==> src/rtl/gpf_pkg.sv <==
package gpf_pkg;
  localparam int VERTS = 4;
  localparam int COLW  = 24;
  localparam int XYW   = 32;
  localparam int UVW   = 16;
  localparam int IDW   = 16;

  typedef enum logic [2:0] {
    K_TRI  = 3'd0,
    K_QUAD = 3'd1,
    K_LINE = 3'd2,
    K_RECT = 3'd3,
    K_DOT  = 3'd4
  } prim_kind_e;

  typedef enum logic [1:0] {C_POLY, C_LINE, C_PLINE, C_RECT} cmd_class_e;

  typedef enum logic [2:0] {S_CMD, S_COL, S_VTX, S_UV, S_SIZE} seq_state_e;

  typedef struct packed {
    logic       ok;
    cmd_class_e cls;
    logic       tex;
    logic       quad;
    logic       shade;
    logic [1:0] rsize;   // 0 size word, 1 dot, 2 small square, 3 large square
  } op_info_t;

  typedef struct packed {
    prim_kind_e                   kind;
    logic                         tex;
    logic                         shade;
    logic [VERTS-1:0][COLW-1:0]   col;
    logic [VERTS-1:0][XYW-1:0]    xy;
    logic [VERTS-1:0][UVW-1:0]    uv;
    logic [IDW-1:0]               clut;
    logic [IDW-1:0]               tpage;
    logic [XYW-1:0]               size;
  } prim_rec_t;
endpackage

==> src/rtl/gpf_opdec.sv <==
module gpf_opdec
  import gpf_pkg::*;
(
  input  logic [7:0] op,
  output op_info_t   info
);
  always_comb begin
    info = '0;
    case (op[7:5])
      3'b001: if (op[1:0] == 2'b00) begin
        info.ok    = 1'b1;
        info.cls   = C_POLY;
        info.tex   = op[2];
        info.quad  = op[3];
        info.shade = op[4];
      end
      3'b010: if (op[2:0] == 3'b000) begin
        info.ok    = 1'b1;
        info.cls   = op[3] ? C_PLINE : C_LINE;
        info.shade = op[4];
      end
      3'b011: if (op[1:0] == 2'b00 && !(op[4:3] == 2'b01 && op[2])) begin
        info.ok    = 1'b1;
        info.cls   = C_RECT;
        info.tex   = op[2];
        info.rsize = op[4:3];
      end
      default: info = '0;
    endcase
  end
endmodule

==> src/rtl/gpf_seq.sv <==
module gpf_seq
  import gpf_pkg::*;
#(
  parameter logic [31:0] TERM_WORD  = 32'h5555_5555,
  parameter int          SMALL_SIDE = 8,
  parameter int          LARGE_SIDE = 16
)(
  input  logic        clk,
  input  logic        rst,
  input  logic        in_fire,
  input  logic [31:0] in_data,
  output logic        emit,
  output prim_rec_t   rec_o,
  output logic        err_o
);
  localparam logic [15:0] SMALL = 16'(SMALL_SIDE);
  localparam logic [15:0] LARGE = 16'(LARGE_SIDE);

  seq_state_e state, nstate;
  logic [1:0] vidx, nvidx, last_idx;
  op_info_t   info_q, ninfo, dec;
  prim_rec_t  work, nwork, wnext;
  logic       bad, vtx_done, term_hit;

  gpf_opdec u_dec (.op(in_data[31:24]), .info(dec));

  function automatic prim_kind_e kind_of(input op_info_t i);
    case (i.cls)
      C_POLY:  kind_of = i.quad ? K_QUAD : K_TRI;
      C_RECT:  kind_of = (i.rsize == 2'd1) ? K_DOT : K_RECT;
      default: kind_of = K_LINE;
    endcase
  endfunction

  function automatic logic [31:0] implied_size(input op_info_t i);
    if (i.cls != C_RECT) implied_size = '0;
    else case (i.rsize)
      2'd1:    implied_size = {16'd1, 16'd1};
      2'd2:    implied_size = {SMALL, SMALL};
      2'd3:    implied_size = {LARGE, LARGE};
      default: implied_size = '0;
    endcase
  endfunction

  always_comb begin
    if (info_q.cls == C_LINE) last_idx = 2'd1;
    else                      last_idx = info_q.quad ? 2'd3 : 2'd2;
  end

  assign term_hit = (info_q.cls == C_PLINE) && (in_data == TERM_WORD);

  always_comb begin
    nstate   = state;
    nvidx    = vidx;
    ninfo    = info_q;
    nwork    = work;
    emit     = 1'b0;
    bad      = 1'b0;
    vtx_done = 1'b0;
    if (in_fire) begin
      case (state)
        S_CMD: begin
          if (!dec.ok) bad = 1'b1;
          else begin
            ninfo        = dec;
            nwork        = '0;
            nwork.kind   = kind_of(dec);
            nwork.tex    = dec.tex;
            nwork.shade  = dec.shade;
            nwork.col[0] = in_data[COLW-1:0];
            nwork.size   = implied_size(dec);
            nvidx        = 2'd0;
            nstate       = S_VTX;
          end
        end
        S_COL: begin
          if (term_hit) nstate = S_CMD;
          else begin
            nwork.col[vidx] = in_data[COLW-1:0];
            nstate          = S_VTX;
          end
        end
        S_VTX: begin
          if (term_hit) nstate = S_CMD;
          else begin
            nwork.xy[vidx] = in_data;
            case (info_q.cls)
              C_POLY: if (info_q.tex) nstate = S_UV; else vtx_done = 1'b1;
              C_LINE: vtx_done = 1'b1;
              C_PLINE: begin
                emit   = (vidx != 2'd0);
                nvidx  = 2'd1;
                nstate = info_q.shade ? S_COL : S_VTX;
              end
              default: begin
                if (info_q.rsize == 2'd0)  nstate = info_q.tex ? S_UV : S_SIZE;
                else if (info_q.tex)       nstate = S_UV;
                else begin
                  emit   = 1'b1;
                  nstate = S_CMD;
                end
              end
            endcase
          end
        end
        S_UV: begin
          nwork.uv[vidx] = in_data[UVW-1:0];
          if (vidx == 2'd0) nwork.clut  = in_data[31:16];
          if (vidx == 2'd1) nwork.tpage = in_data[31:16];
          if (info_q.cls == C_POLY)     vtx_done = 1'b1;
          else if (info_q.rsize == 2'd0) nstate = S_SIZE;
          else begin
            emit   = 1'b1;
            nstate = S_CMD;
          end
        end
        S_SIZE: begin
          nwork.size = in_data;
          emit       = 1'b1;
          nstate     = S_CMD;
        end
        default: nstate = S_CMD;
      endcase
      if (vtx_done) begin
        if (vidx == last_idx) begin
          emit   = 1'b1;
          nstate = S_CMD;
        end else begin
          nvidx  = vidx + 2'd1;
          nstate = info_q.shade ? S_COL : S_VTX;
        end
      end
    end
  end

  // A polyline keeps its newest vertex (and colour) as the start of the next segment.
  always_comb begin
    wnext = nwork;
    if (emit && info_q.cls == C_PLINE) begin
      wnext.xy[0] = nwork.xy[1];
      wnext.xy[1] = '0;
      if (info_q.shade) begin
        wnext.col[0] = nwork.col[1];
        wnext.col[1] = '0;
      end
    end
  end

  assign rec_o = nwork;

  always_ff @(posedge clk) begin
    if (rst) begin
      state  <= S_CMD;
      vidx   <= 2'd0;
      info_q <= '0;
      work   <= '0;
      err_o  <= 1'b0;
    end else begin
      state  <= nstate;
      vidx   <= nvidx;
      info_q <= ninfo;
      work   <= wnext;
      err_o  <= bad;
    end
  end

  // a rejected word leaves the sequencer waiting for a command
  a_r8_err_in_cmd: assert property (@(posedge clk) disable iff (rst)
    err_o |-> state == S_CMD);
  // mid-packet states only follow a recognised opcode
  a_r8_valid_op: assert property (@(posedge clk) disable iff (rst)
    state != S_CMD |-> info_q.ok);
  // a finished non-polyline packet returns to command framing
  a_r1_emit_returns: assert property (@(posedge clk) disable iff (rst)
    emit && info_q.cls != C_PLINE |=> state == S_CMD);
  // three-vertex polygons never index a fourth vertex
  a_r2_tri_limit: assert property (@(posedge clk) disable iff (rst)
    state != S_CMD && info_q.cls == C_POLY && !info_q.quad |-> vidx <= 2'd2);
  // polyline colour words only precede later vertices
  a_r5_pline_slot: assert property (@(posedge clk) disable iff (rst)
    state == S_COL && info_q.cls == C_PLINE |-> vidx == 2'd1);
endmodule

==> src/rtl/gpf_outbuf.sv <==
module gpf_outbuf
  import gpf_pkg::*;
(
  input  logic      clk,
  input  logic      rst,
  input  logic      load,
  input  prim_rec_t rec_i,
  input  logic      rec_ready,
  output logic      rec_valid,
  output prim_rec_t rec_o
);
  always_ff @(posedge clk) begin
    if (rst) begin
      rec_valid <= 1'b0;
      rec_o     <= '0;
    end else if (load) begin
      rec_valid <= 1'b1;
      rec_o     <= rec_i;
    end else if (rec_ready) begin
      rec_valid <= 1'b0;
    end
  end

  // a waiting record is never replaced
  a_r9_no_overwrite: assert property (@(posedge clk) disable iff (rst)
    load |-> !rec_valid);
  // an unaccepted record holds its contents
  a_r9_hold: assert property (@(posedge clk) disable iff (rst)
    rec_valid && !rec_ready |=> rec_valid && $stable(rec_o));
endmodule

==> src/rtl/gpf_framer.sv <==
module gpf_framer
  import gpf_pkg::*;
#(
  parameter logic [31:0] TERM_WORD  = 32'h5555_5555,
  parameter int          SMALL_SIDE = 8,
  parameter int          LARGE_SIDE = 16
)(
  input  logic                          clk,
  input  logic                          rst,
  input  logic                          in_valid,
  output logic                          in_ready,
  input  logic [31:0]                   in_data,
  output logic                          rec_valid,
  input  logic                          rec_ready,
  output logic [2:0]                    rec_kind,
  output logic                          rec_tex,
  output logic                          rec_shade,
  output logic [VERTS-1:0][COLW-1:0]    rec_col,
  output logic [VERTS-1:0][XYW-1:0]     rec_xy,
  output logic [VERTS-1:0][UVW-1:0]     rec_uv,
  output logic [IDW-1:0]                rec_clut,
  output logic [IDW-1:0]                rec_tpage,
  output logic [XYW-1:0]                rec_size,
  output logic                          err_opcode
);
  logic      in_fire, emit;
  prim_rec_t asm_rec, out_rec;

  assign in_ready = !rec_valid;
  assign in_fire  = in_valid && in_ready;

  gpf_seq #(
    .TERM_WORD(TERM_WORD), .SMALL_SIDE(SMALL_SIDE), .LARGE_SIDE(LARGE_SIDE)
  ) u_seq (
    .clk(clk), .rst(rst), .in_fire(in_fire), .in_data(in_data),
    .emit(emit), .rec_o(asm_rec), .err_o(err_opcode)
  );

  gpf_outbuf u_out (
    .clk(clk), .rst(rst), .load(emit), .rec_i(asm_rec),
    .rec_ready(rec_ready), .rec_valid(rec_valid), .rec_o(out_rec)
  );

  assign rec_kind  = out_rec.kind;
  assign rec_tex   = out_rec.tex;
  assign rec_shade = out_rec.shade;
  assign rec_col   = out_rec.col;
  assign rec_xy    = out_rec.xy;
  assign rec_uv    = out_rec.uv;
  assign rec_clut  = out_rec.clut;
  assign rec_tpage = out_rec.tpage;
  assign rec_size  = out_rec.size;
endmodule

==> config.mk <==
export PLATFORM = sky130hd
export DESIGN_NAME = gpf_framer
export DESIGN_NICKNAME = d
export VERILOG_FILES = /design/src/rtl/gpf_pkg.sv /design/src/rtl/gpf_opdec.sv /design/src/rtl/gpf_seq.sv /design/src/rtl/gpf_outbuf.sv /design/src/rtl/gpf_framer.sv
export SDC_FILE = /design/constraint.sdc
export NUM_CORES = 1
export LEC_CHECK = 0
export BUFFER_PORTS_ARGS = -buffer_cell sky130_fd_sc_hd__buf_2
export CAP_MARGIN = 20
export CORE_MARGIN = 5
export CORE_UTILIZATION = 35
export CTS_CLUSTER_SIZE = 14
export DETAILED_ROUTE_END_ITERATION = 8
export PLACE_DENSITY = 0.63
export SLEW_MARGIN = 20
export SYNTH_ARGS = -nofsm -noshare
export SYNTH_HDL_FRONTEND = slang
export SYNTH_SLANG_ARGS = --single-unit
==> constraint.sdc <==
create_clock -name clk -period 3.2 [get_ports clk]
set_input_delay 0.48 -clock clk [delete_from_list [all_inputs] [get_ports clk]]
set_output_delay 0.48 -clock clk [all_outputs]
set_load 0.1 [all_outputs]
; ---- Yosys cells after proc, flatten, opt, wreduce, memory -nomap -nowiden
; Cells that the tools add are included.
[word_totals]
latchBits = 0
wordCells = 173
register_bits = 728
romBits = 0
ramBits = 0
n_memories = 0
out_inout_bits = 360
in_bits = 36
[op_classes]
div_mod_pow = 0
shift = 0
n_lt_le_gt_ge = 2
mul = 0
eq_ne = 22
bitwise = 2
n_reduce_logical = 22
add_sub_neg = 1
muxes = 79
[op_table]
columns = operator, count
row1 = $mux W357, 2
row2 = $pmux W96 S2, 2
row3 = $pmux W128 S2, 1
row4 = $bwmux W128, 1
row5 = $mux W128, 1
row6 = $bwmux W96, 1
row7 = $mux W32, 3
row8 = $mux W48, 2
row9 = $mux W96, 1
row10 = $bwmux W64, 1
row11 = $demux W32 S2, 1
row12 = $pmux W32 S2, 1
row13 = $pmux W21 S3, 1
row14 = $demux W24 S2, 1
row15 = $mux W16, 3
row16 = $mux W3, 11
row17 = $demux W16 S2, 1
row18 = $eq A32 B31 Y1 const B, 1
row19 = $mux W2, 12
row20 = $mux W24, 1
row21 = $mux W1, 18
row22 = $pmux W3 S3, 2
row23 = $eq A3 B2 Y1 const B, 4
row24 = $pmux W3 S4, 1
row25 = other kinds (30), 55

; ---- Longest topological paths before layout
[logic_depth]
word_depth = 14
mapped_depth = 11

; ---- By module
; A second synthesis with hierarchy kept.
[hier_totals]
cells_unflattened = 3093
area_unflattened_um2 = 30927.2
[modules_own_cells]
columns = mod, cells_per_inst, seq_area_each_um2, area_per_inst_um2, instances
row1 = gpf_seq, 1914, 7407.1, 18042.3, 1
row2 = gpf_outbuf, 1155, 7166.9, 12729.7, 1
row3 = gpf_opdec, 22, 0.0, 145.1, 1
row4 = gpf_framer, 2, 0.0, 10.0, 1

; ---- Worst setup path after synthesis
; No wires, ideal clock.
[synth_path]
path_kind = flip-flop to flip-flop
from = register u_out.rec_valid
to = register u_out.rec_o[142] (netlist bit)
setup_ns = 0.078
setup_slack_ns = 0.363
synth_period_minus_slack_ns = 2.837
path_stages_with_launch = 12
required_time_ns = 3.122
arrival_ns = 2.759
cell_sequence = dfxtp_1 -> nor2b_1 -> clkbuf_1 -> clkbuf_1 -> nand3_1 -> o21a_1 -> clkbuf_1 -> clkbuf_1 -> clkbuf_1 -> o2bb2ai_1 -> nor2_1 -> nor3_1
[synth_via]
elab_chain_len = 3
elab_cells_between_ends = 4
[synth_lines]
columns = element, line_no
row1 = start: declaration, gpf_outbuf.sv:9  ; output logic rec_valid,
row2 = start signal: assignment, gpf_outbuf.sv:14  ; rec_valid <= 1'b0;
row3 = start signal: assignment, gpf_outbuf.sv:17  ; rec_valid <= 1'b1;
row4 = start signal: assignment, gpf_outbuf.sv:20  ; rec_valid <= 1'b0;
row5 = $logic_not A1 Y1 (*), gpf_framer.sv:29  ; assign in_ready = !rec_valid;
row6 = $logic_and A1 B1 Y1 (*), gpf_framer.sv:30  ; assign in_fire = in_valid && in_ready;
row7 = $mux W357 or $mux W1 (tied branches), gpf_seq.sv:60  ; if (in_fire) begin
row8 = end signal: assignment, gpf_outbuf.sv:18  ; rec_o <= rec_i;
row9 = end: declaration, gpf_outbuf.sv:10  ; output prim_rec_t rec_o
; Every way passes the cells marked *; elsewhere a longest branch is shown, timed or not.
; A chain may end at the register's enable or synchronous reset.

; ---- Worst setup path after layout
[layout_path]
from = register u_seq.state[1]
to = register u_out.rec_o[278] (netlist bit)
[layout_via]
elab_chain_len = 5
elab_cells_between_ends = 13
[layout_lines]
columns = element, line_no
row1 = start: declaration, gpf_seq.sv:19  ; seq_state_e state, nstate;
row2 = start signal: assignment, gpf_seq.sv:159  ; state <= nstate;
row3 = $eq A3 B3 Y1 or $eq A3 B2 Y1 (tied branches), gpf_seq.sv:61  ; case (state)
row4 = $pmux W1 S3 or $pmux W1 S2 (tied branches), gpf_seq.sv:61
row5 = "$mux W1, on equally long branches", "gpf_seq.sv:125, gpf_seq.sv:60"
row6 = $mux W1, gpf_seq.sv:124  ; if (vtx_done) begin
row7 = $mux W1, gpf_seq.sv:60
; Parallel ways exist; a longest one is shown, timed or not. The select of a mux whose other input is x is not followed.

==> flow_summary.toml <==
[global_routing]
track_usage_pct = 23.00
grt.overflow.total = 0
grt_pass1_vias = 22140
grt_antenna_before_repair = 4
grt_max_degree = 167
grt_pass1_wl_um = 145000

[layout]
final_cell_mix = "dfxtp_1 (728), nor2_1 (426), buf_2 (394)"
seq_area_mm2 = 0.01457
areaGrowthSynthToFinish_pct = 24.43
n_fill_cell = 7342
final_common_cell = "dfxtp_1"
finalNetCount = 3267
fin_util_pct = 44.05
drive_gt1_share_pct = 22.56
multi_input_area_mm2 = 0.01060

[synth]
dominantRegCellSynth = "dfxtp_1"
synth_nets = 2923
async_flop_share_pct = 0
syn_area_mm2 = 0.02640
synth_cells = 2881
yosysUniqueCellTypes = 71
ys_warn_count = 0
ys_seq_elements = 728
yosysSeqAreaShare_pct = 55.21
syn-mean-instance-area_um2 = 9.163
synth_edf_count = 0

[placement]
numPortBuffers = 395
dp_worst_setup_slack_ns = -0.03262
gp_congestion = 0.8913
hpwlAfterDp_um = 62730

[floorplanning]
fp.dieH_um = 284.6
rows = 100
core_mm2 = 0.07457
die_w_um = 284.6
die-area_mm2 = 0.08102
start_util_pct = 35.40
io-pin-count = 396

[worst_setup_path]
crit_type = "reg2reg"
cp.arrival_ns = 3.47
start_kind = "flip-flop"
r2r_cells = 7
critPathCaptureType = "flip-flop"
cp.depth = 7
cpPeakStageDelay_ns = 0.66
worstPathRequired_ns = 3.76
cp_slowest_cell = "dfxtp_1"
crit_family = "compound AO/OA/AOI/OAI gates"
path_buf_inv = 1
critPathMaxFanout = 143
crit_path_cell_trace = "nand2_1 -> o41a_1 -> nand2b_1 -> o211ai_4 -> buf_12 -> nand3_1 -> a21oi_1"

[clock_network]
cts_resized = 0
post_cts_buffers = 0
cts_tree = "yes"
cts_root_buf = "clkbuf_16"
cts_made_buffers = 78
htree_levels = 3
clk_latency_ns = 0.64
cts-root-to-sink-buffers = 3
hold_buffers = 0
clkTransAtPathRegs_ns = 0.06
clock-sinks = 728

[sta]
worst_slack_ns = 0.2927
drv_slew = 0
finClkSkew_ns = 0.02362
hold_viol = 0
rsz0062_at_grt = "no"
relSlewSlack_pct = 28.13
fmax_ghz = 0.3440
min_period_over_period_pct = 90.85
period_needed_ns = 2.907
setup_viol = 0
max_slew.worst_pin.slew_ns = 1.072

[drt]
drcViolationCount = 0
num_vias = 23700
routed_wl_um = 97990
first_iter_violations = 2274
drtPass1Iterations = 6
viasPerCell = 5.565
wl_per_cell_um = 23.01
detail-route-antenna-nets = 0

[power]
power.density_mw_per_mm2 = 602.1
ir_worst_vdd_mv = 0.3621
total_leakage_power_nw = 12.93

[status]
outcome = "complete, no violations"

[min_path]
hold_class = "in2reg"
holdPathStages = 3

[run]
max_cap_violations = 0
==> worst reg2reg max path, cell delays in order, from the launching register on <==
cell      delay, ns
dfxtp_1        0.66
nand2_1        0.30
o41a_1         0.45
nand2b_1       0.27
o211ai_4       0.21
buf_12         0.47
nand3_1        0.32
a21oi_1        0.16
==> synthesized netlist by cell type, types with 15 or more instances <==
cell type | number | area (um2)
a211oi_1 | 53 | 397.9
a21oi_1 | 318 | 1592
a22oi_1 | 284 | 2132
a2bb2oi_1 | 22 | 192.7
and4_1 | 15 | 131.4
buf_2 | 36 | 180.2
clkbuf_1 | 250 | 938.4
dfxtp_1 | 728 | 14570
inv_1 | 18 | 67.56
mux2_2 | 18 | 202.7
nand2_1 | 52 | 195.2
nand3_1 | 58 | 290.3
nand4_1 | 15 | 93.84
nor2_1 | 426 | 1599
nor3_1 | 30 | 150.1
o21ai_0 | 306 | 1531
o22ai_1 | 40 | 250.2
o2bb2ai_1 | 34 | 297.8
o41ai_1 | 16 | 140.1
==> flip-flops by register name, indices dropped and copies added (netlist names) <==
| name | cells |
|---|---|
| u_seq.work | 357 |
| u_out.rec_valid | 1 |
| u_seq.info_q | 7 |
| u_seq.err_o | 1 |
| u_out.rec_o | 357 |
| u_seq.vidx | 2 |
| u_seq.state | 3 |
==> area by class of cell <==
class / instances / area share (%)
multi-input cells: 1834 / 32.26
clock buffers: 110 / 6.795
well taps: 969 / 3.691
flip-flops and latches: 728 / 44.37
clock inverters: 30 / 1.253
inverters: 18 / 0.2209
repair buffers: 565 / 11.38
diodes: 4 / 0.03047
==> kinds of logic (layout without fill, tap and decap cells) <==
logic type / count (synthesis) / count (layout) / synth area share, %
fa+ha+maj: 6 / 6 / 0.2844
buf+inv: 319 / 723 / 4.995
flops: 728 / 728 / 55.21
other cells: 0 / 4 / 0
mux: 18 / 18 / 0.7678
compound gates: 1138 / 1138 / 27.35
xor+xnor: 1 / 1 / 0.03318
simple gates: 671 / 671 / 11.36
==> through the flow <==
stage	std cells	hold slack (ns)	TNS, ns	power, mW	instance area [um2]
floorplan	2881	0.4363	0	10.10	26400
global placement	4114	0.4381	-0.0009692	10.68	30190
detailed placement	4114	0.4436	-0.2130	10.68	30200
CTS	4254	0.07775	0	19.94	32840
global route	4254	0.1133	0	20.41	32840
finish	4258	0.1072	0	19.78	32850
==> layer usage <==
| metal | GRT usage [%] | share of wire, % | vias up |
|---|---|---|---|
| met5 | 0 | 0.0092 | - |
| met4 | 8.003 | 3.2 | 2 |
| met3 | 4.527 | 8.6 | 167 |
| met2 | 35.42 | 44 | 966 |
| met1 | 32.28 | 44 | 11420 |
| li1 | - | - | 11150 |
==> power breakdown <==
| group | switching (mW) | leakage (nW) | internal (mW) |
|---|---|---|---|
| combinational | 0.915 | 5.79 | 0.391 |
| sequential | 0.0513 | 5.86 | 9.14 |
| clock | 3.93 | 1.28 | 5.35 |
| total | 4.90 | 12.9 | 14.9 |
==> worst paths after layout <==
kind	end	start	slack (ns)
worst max-delay path	u_out.rec_o[278]	u_seq.state[1]	0.29
worst min-delay path	u_out.rec_valid	rec_ready	0.11
worst max register to register	u_out.rec_o[278]	u_seq.state[1]	0.29
worst min register to register	u_out.rec_o[274]	u_out.rec_o[274]	0.45
Note: power is estimated with default switching activity, not from simulation.
